### src/rtl/iopt_pkg.sv
package iopt_pkg;
  localparam int PTE_W  = 64;
  localparam int PA_W   = 42;
  localparam int OFFS_W = 14;  // widest in-page offset, 16 KB

  typedef enum logic [1:0] {
    FLT_NONE  = 2'd0,
    FLT_XLATE = 2'd1,
    FLT_PERM  = 2'd2,
    FLT_RANGE = 2'd3
  } fault_e;

  typedef struct packed {
    logic            valid;
    logic [PA_W-1:0] addr;
    logic            no_read;
    logic            no_write;
    logic            no_cache;
  } pte_t;
endpackage

### src/rtl/iopt_index.sv
module iopt_index import iopt_pkg::*; #(
  parameter int IOVA_W     = 48,
  parameter int ROOT_SEL_W = 2,
  parameter int INW_W      = 6
) (
  input  logic [IOVA_W-1:0]     iova_i,
  input  logic                  gran_16k_i,
  input  logic [INW_W-1:0]      in_width_i,
  output logic [ROOT_SEL_W-1:0] root_sel_o,
  output logic [OFFS_W-1:0]     l1_off_o,
  output logic [OFFS_W-1:0]     l2_off_o,
  output logic [OFFS_W-1:0]     page_off_o,
  output logic                  range_err_o
);
  logic [5:0]  bpl, sh_l1, sh_l2, sh_rt;
  logic [10:0] idx_mask, l1_idx, l2_idx;
  logic [ROOT_SEL_W-1:0] root_mask;
  int tbits, tbits_c;

  assign bpl      = gran_16k_i ? 6'd11 : 6'd9;
  assign sh_l2    = bpl + 6'd3;
  assign sh_l1    = {bpl[4:0], 1'b0} + 6'd3;
  assign sh_rt    = sh_l1 + bpl;
  assign idx_mask = gran_16k_i ? 11'h7ff : 11'h1ff;

  assign l1_idx   = 11'(iova_i >> sh_l1) & idx_mask;
  assign l2_idx   = 11'(iova_i >> sh_l2) & idx_mask;
  assign l1_off_o = {l1_idx, 3'b000};
  assign l2_off_o = {l2_idx, 3'b000};
  assign page_off_o = OFFS_W'(iova_i) & (gran_16k_i ? 14'h3fff : 14'h0fff);

  // root-select width shrinks as the input space shrinks
  always_comb begin
    tbits   = int'(in_width_i) - int'(sh_rt);
    tbits_c = (tbits < 0) ? 0 : ((tbits > ROOT_SEL_W) ? ROOT_SEL_W : tbits);
    root_mask = ROOT_SEL_W'((1 << tbits_c) - 1);
  end
  assign root_sel_o = ROOT_SEL_W'(iova_i >> sh_rt) & root_mask;

  assign range_err_o = (int'(in_width_i) < IOVA_W) && ((iova_i >> in_width_i) != '0);
endmodule

### src/rtl/iopt_pte_decode.sv
module iopt_pte_decode import iopt_pkg::*; (
  input  logic [PTE_W-1:0] pte_i,
  input  logic             fmt2_i,
  output pte_t             pte_o
);
  always_comb begin
    pte_o.valid = pte_i[0];
    if (fmt2_i) begin
      pte_o.addr     = {pte_i[37:10], 14'b0};  // stored >>4
      pte_o.no_read  = pte_i[3];
      pte_o.no_write = pte_i[2];
      pte_o.no_cache = pte_i[1];
    end else begin
      pte_o.addr     = {6'b0, pte_i[35:12], 12'b0};
      pte_o.no_read  = pte_i[8];
      pte_o.no_write = pte_i[7];
      pte_o.no_cache = 1'b0;
    end
  end
endmodule

### src/rtl/iopt_walker.sv
module iopt_walker import iopt_pkg::*; #(
  parameter int IOVA_W    = 48,
  parameter int NUM_ROOTS = 4,
  localparam int ROOT_SEL_W = (NUM_ROOTS > 1) ? $clog2(NUM_ROOTS) : 1,
  localparam int INW_W      = $clog2(IOVA_W + 1)
) (
  input  logic                           clk_i,
  input  logic                           rst_ni,
  input  logic                           gran_16k_i,
  input  logic                           fmt2_i,
  input  logic [INW_W-1:0]               in_width_i,
  input  logic [NUM_ROOTS-1:0][PA_W-1:0] root_base_i,
  input  logic                           req_valid_i,
  output logic                           req_ready_o,
  input  logic [IOVA_W-1:0]              req_iova_i,
  input  logic                           req_read_i,
  input  logic                           req_write_i,
  output logic                           rsp_valid_o,
  input  logic                           rsp_ready_i,
  output logic [PA_W-1:0]                rsp_pa_o,
  output logic [1:0]                     rsp_fault_o,
  output logic                           rsp_no_read_o,
  output logic                           rsp_no_write_o,
  output logic                           rsp_no_cache_o,
  output logic                           mem_req_o,
  output logic [PA_W-1:0]                mem_addr_o,
  input  logic                           mem_rvalid_i,
  input  logic [PTE_W-1:0]               mem_rdata_i
);
  typedef enum logic [2:0] {
    ST_IDLE, ST_L1_REQ, ST_L1_WAIT, ST_L2_REQ, ST_L2_WAIT, ST_RESP
  } state_e;

  state_e                state_q;
  logic [IOVA_W-1:0]     iova_q;
  logic                  rd_q, wr_q;
  logic [PA_W-1:0]       tbl_q;
  logic [ROOT_SEL_W-1:0] root_sel;
  logic [OFFS_W-1:0]     l1_off, l2_off, page_off;
  logic                  range_err;
  pte_t                  ent;
  logic                  perm_bad;

  iopt_index #(
    .IOVA_W(IOVA_W), .ROOT_SEL_W(ROOT_SEL_W), .INW_W(INW_W)
  ) u_index (
    .iova_i(iova_q), .gran_16k_i(gran_16k_i), .in_width_i(in_width_i),
    .root_sel_o(root_sel), .l1_off_o(l1_off), .l2_off_o(l2_off),
    .page_off_o(page_off), .range_err_o(range_err)
  );

  iopt_pte_decode u_dec (.pte_i(mem_rdata_i), .fmt2_i(fmt2_i), .pte_o(ent));

  assign perm_bad    = (wr_q && ent.no_write) || (rd_q && ent.no_read);
  assign req_ready_o = (state_q == ST_IDLE);
  assign rsp_valid_o = (state_q == ST_RESP);
  assign mem_req_o   = ((state_q == ST_L1_REQ) && !range_err) || (state_q == ST_L2_REQ);
  assign mem_addr_o  = (state_q == ST_L2_REQ) ? tbl_q + PA_W'(l2_off)
                                              : root_base_i[root_sel] + PA_W'(l1_off);

  always_ff @(posedge clk_i or negedge rst_ni) begin
    if (!rst_ni) begin
      state_q        <= ST_IDLE;
      iova_q         <= '0;
      rd_q           <= 1'b0;
      wr_q           <= 1'b0;
      tbl_q          <= '0;
      rsp_pa_o       <= '0;
      rsp_fault_o    <= FLT_NONE;
      rsp_no_read_o  <= 1'b0;
      rsp_no_write_o <= 1'b0;
      rsp_no_cache_o <= 1'b0;
    end else begin
      unique case (state_q)
        ST_IDLE: if (req_valid_i) begin
          iova_q         <= req_iova_i;
          rd_q           <= req_read_i;
          wr_q           <= req_write_i;
          rsp_pa_o       <= '0;
          rsp_fault_o    <= FLT_NONE;
          rsp_no_read_o  <= 1'b0;
          rsp_no_write_o <= 1'b0;
          rsp_no_cache_o <= 1'b0;
          state_q        <= ST_L1_REQ;
        end
        ST_L1_REQ: begin
          if (range_err) begin
            rsp_fault_o <= FLT_RANGE;
            state_q     <= ST_RESP;
          end else begin
            state_q     <= ST_L1_WAIT;
          end
        end
        ST_L1_WAIT: if (mem_rvalid_i) begin
          if (ent.valid) begin
            tbl_q   <= ent.addr;
            state_q <= ST_L2_REQ;
          end else begin
            rsp_fault_o <= FLT_XLATE;
            state_q     <= ST_RESP;
          end
        end
        ST_L2_REQ: state_q <= ST_L2_WAIT;
        ST_L2_WAIT: if (mem_rvalid_i) begin
          state_q <= ST_RESP;
          if (!ent.valid) begin
            rsp_fault_o <= FLT_XLATE;
          end else if (perm_bad) begin
            rsp_fault_o <= FLT_PERM;
          end else begin
            rsp_pa_o       <= ent.addr | PA_W'(page_off);
            rsp_no_read_o  <= ent.no_read;
            rsp_no_write_o <= ent.no_write;
            rsp_no_cache_o <= ent.no_cache;
          end
        end
        ST_RESP: if (rsp_ready_i) state_q <= ST_IDLE;
        default: state_q <= ST_IDLE;
      endcase
    end
  end
endmodule

### config.mk
export PLATFORM = sky130hd
export DESIGN_NAME = iopt_walker
export DESIGN_NICKNAME = d
export VERILOG_FILES = /design/src/rtl/iopt_pkg.sv /design/src/rtl/iopt_index.sv /design/src/rtl/iopt_pte_decode.sv /design/src/rtl/iopt_walker.sv
export SDC_FILE = /design/constraint.sdc
export NUM_CORES = 1
export LEC_CHECK = 0
export CELL_PAD_IN_SITES_DETAIL_PLACEMENT = 1
export CELL_PAD_IN_SITES_GLOBAL_PLACEMENT = 1
export CORE_UTILIZATION = 40
export DETAILED_ROUTE_END_ITERATION = 8
export DONT_BUFFER_PORTS = 1
export GPL_ROUTABILITY_DRIVEN = 0
export HOLD_SLACK_MARGIN = 0.06
export PLACE_DENSITY = 0.72
export SYNTH_ARGS = -nofsm -noshare
export SYNTH_HDL_FRONTEND = slang
export SYNTH_SLANG_ARGS = --single-unit
### constraint.sdc
create_clock -name clk_i -period 10.88 [get_ports clk_i]
set_clock_uncertainty 0.15 [all_clocks]
set_input_delay 2.72 -clock clk_i [delete_from_list [all_inputs] [get_ports clk_i]]
set_output_delay 2.72 -clock clk_i [all_outputs]
set_load 0.05 [all_outputs]
==> impl_metrics.yaml <==
run_status:
  status: "finished, final reports clean"
synthesis:
  synth_top_cell_by_area: "dfrtp_1"
  syn_area_um2: 10200
  synth.distinct_cells: 72
  synth_edf_count: 0
  synth_top_family_by_area: "simple AND/OR/NAND/NOR gates"
  synth-simple-area-share_pct: 21.3
  synth.area.mux_share_pct: 17.1
  ys_seq_area_share_pct: 31.8
  ys_ff_latch: 130
  synth_compound_area_share_pct: 19.2
  syn_inst: 1196
  synth_common_cells: "nand2_1, dfrtp_1, o21ai_0"
  synth_area_leaders: "dfrtp_1, mux2_2, mux2i_1"
  yosysMostFrequentCell: "nand2_1"
  synth_area_per_cell_um2: 8.55
  synth_warnings: 0
  ys.flop_type: "dfrtp_1"
  postSynth.asyncResetShare_pct: 100
  syn_nets: 1510
  yosysTopAreaCellShare_pct: 31.8
  synth_fa_ha_area_share_pct: 2.47
  synth_xor_area_share_pct: 4.20
floorplan:
  dieArea_um2: 26200
  rows: 58
  die_w_um: 162
  num_io_pins: 387
  initial_utilization_pct: 40.7
  core_um2: 25100
  die_y_um: 162
grt:
  grtUsageTotal_pct: 26.0
  antenna_found_initial: 5
  grt_start_max_net_pins: 131
  grt_pass1_wl_um: 53500
  overflow: 0
  grt_pass1_vias: 9572
clock_tree:
  post-cts-setup-buffers: 0
  cts_htree_levels: 4
  cts_tree: "done"
  cts_hold_buf: 0
  cts_buffers: 17
  clk_pin_slew_ns: 0.06
  cts_resized: 0
  clockRootBuffer: "clkbuf_16"
  worstSkewPairLatency_ns: 0.42
  clock_sinks: 130
  clockBufferDepth: 2
drt:
  met3_length_um: 1910
  top_layer: "met5"
  dr_wl_met2_um: 18100
  vias: 9392
  via_per_inst: 6.13
  drtAntennaViolNets: 0
  wl_met1_um: 14200
  wire_per_inst_um: 22.7
  drt_iter0_markers: 676
  dr.pass1.iters: 5
  drc_errors: 0
  wl_um: 34800
critical_path:
  worst-path-buf-inv: 2
  worst_ep_required_time_ns: 8.01
  cp-start-kind: "input port"
  reg2reg_depth: 8
  path_depth: 19
  worstPathMaxFanout: 29
  crit-reg2reg-launch: "iova_q[38]$_DFFE_PN0P_"
  slowest_stage: "or4_1"
  reg2reg_slack_ns: 7.50
  crit_path_end: "mem_addr_o[39]"
  cp.arrival_ns: 7.65
  cpPeakStageDelay_ns: 0.45
  cp-end-kind: "output pin"
  r2r_end: "rsp_fault_o[1]$_DFFE_PN0P_"
  cp_cell_sequence: "ha_1 > o21ai_1 > a2bb2oi_2 > o21a_4 > nand2_1 > and3_1 > a31oi_1 > ha_1 > fa_1 > a21o_1 > a21oi_1 > nor2b_1 > o311ai_0 > a21oi_1 > nand4b_1 > buf_4 > or4_1 > a31oi_4 > buf_12"
  worst-setup-path-type: "in -> out"
  cp_top_family: "compound AO/OA/AOI/OAI gates"
  setup.worst_path.start: "gran_16k_i"
timing:
  post-route-period-util_pct: 96.7
  max_freq_mhz: 95.1
  final_hold_viol_count: 0
  min_period_ns: 10.52
  finalSetupViolations: 0
  max_slew.worst_pin.slew_ns: 0.992
  maxSlewHeadroom_pct: 33.8
  slew_violations: 0
  grt_setup_unrepaired: "false"
worst_hold_path:
  hp-class: "reg -> reg"
pwr:
  p_leak_uw: 0.00482
  power_uw: 3850
  irDropWorstVdd_v: 0.000550
  pwr_density_cell_nw_per_um2: 327
placed_design:
  portBuffers: 0
  dp_hpwl_um: 26300
  placedCellCount: 1497
final_layout:
  area_delta_synth_final_pct: 15.1
  drive_gt1_share_pct: 17.1
  regArea_um2: 3250
  fill_cells: 2960
  layoutNonFillerInstCount: 1532
  nNetsFinal: 1500
  final_util_pct: 46.9
  multi_input_area_um2: 6840
job:
  maxCapViolCount: 0
==> worst register-to-register path, cell delays in order (launching register included) <==
cell	delay (ns)
dfrtp_1	0.45
mux4_2	0.48
or4_1	0.48
a221oi_1	0.52
nand3_1	0.20
a31oi_1	0.19
o221ai_1	0.34
nand3_1	0.27
o311ai_0	0.15
==> layer usage <==
layer	GRT usage, %	vias up
met2	46.0	275
li1	-	4371
met3	5.18	39
met4	7.80	2
met1	31.7	4705
met5	0	-
==> cells in the final DEF (no fill, tap or decap), types with 15 or more instances in the layout <==
cell type,synthesis,final
nor3_1,28,26
nor2_1,71,71
mux2i_1,75,75
ha_1,17,17
clkbuf_16,0,17
xnor2_1,36,36
o31ai_1,15,15
a31oi_1,29,16
buf_4,2,37
buf_12,0,17
nand3_1,20,19
a21oi_1,56,53
nand2_1,193,192
mux2_2,69,69
o21ai_0,82,73
a22o_1,27,27
and3_1,20,20
inv_1,18,18
dfrtp_1,130,130
==> registers in the layout (all words and copies together) (netlist names), 2 cells and up <==
name and count:
rsp_pa_o 42, state_q 3, rsp_fault_o 2, iova_q 48, tbl_q 30
==> cell families after synthesis <==
logic type | count (synthesis)
AOI/OAI and AO/OA | 297
xor gates and xnor gates | 49
adders and majority gates | 19
buffers and inverters | 101
DFF | 130
muxes | 154
and+or+nand+nor | 446
==> how the worst min path moves through the flow <==
stage	start	endpoint	slack (ns)	depth (start not counted)
2_1_floorplan	tbl_q[12]$_DFFE_PN0P_	tbl_q[12]$_DFFE_PN0P_	0.31	2
3_3_place_gp	wr_q$_DFFE_PN0P_	wr_q$_DFFE_PN0P_	0.35	1
3_5_place_dp	wr_q$_DFFE_PN0P_	wr_q$_DFFE_PN0P_	0.35	1
4_1_cts	wr_q$_DFFE_PN0P_	wr_q$_DFFE_PN0P_	0.37	1
5_1_grt	wr_q$_DFFE_PN0P_	wr_q$_DFFE_PN0P_	0.39	1
6_report	wr_q$_DFFE_PN0P_	wr_q$_DFFE_PN0P_	0.36	1
==> area by class of cell <==
| class | count | area share, % |
|---|---|---|
| Multi-Input combinational cell | 965 | 58.0 |
| Sequential cell | 130 | 27.6 |
| Timing Repair Buffer | 54 | 5.25 |
| Clock buffer | 22 | 4.03 |
| Tap cell | 330 | 3.51 |
| Clock inverter | 9 | 0.903 |
| Inverter | 18 | 0.574 |
| Antenna cell | 4 | 0.0850 |
==> stage by stage <==
| stage | setup TNS (ns) | cell area (µm²) | hold WS [ns] | setup slack, ns |
|---|---|---|---|---|
| 2_1_floorplan | -0.0649 | 10500 | 0.306 | -0.0216 |
| 3_3_place_gp | 0 | 11200 | 0.346 | 0.447 |
| 3_5_place_dp | 0 | 11200 | 0.352 | 0.247 |
| 4_1_cts | 0 | 11800 | 0.365 | 0.229 |
| 5_1_grt | 0 | 11800 | 0.390 | 0.00782 |
| 6_report | 0 | 11800 | 0.362 | 0.361 |
==> power breakdown <==
group	internal [µW]	leakage [µW]	switching [µW]	total (µW)
logic	819	0.00287	1180	2000
clock network	353	0.000278	218	572
registers	688	0.00167	583	1270
(Power assumes the default switching activity.)
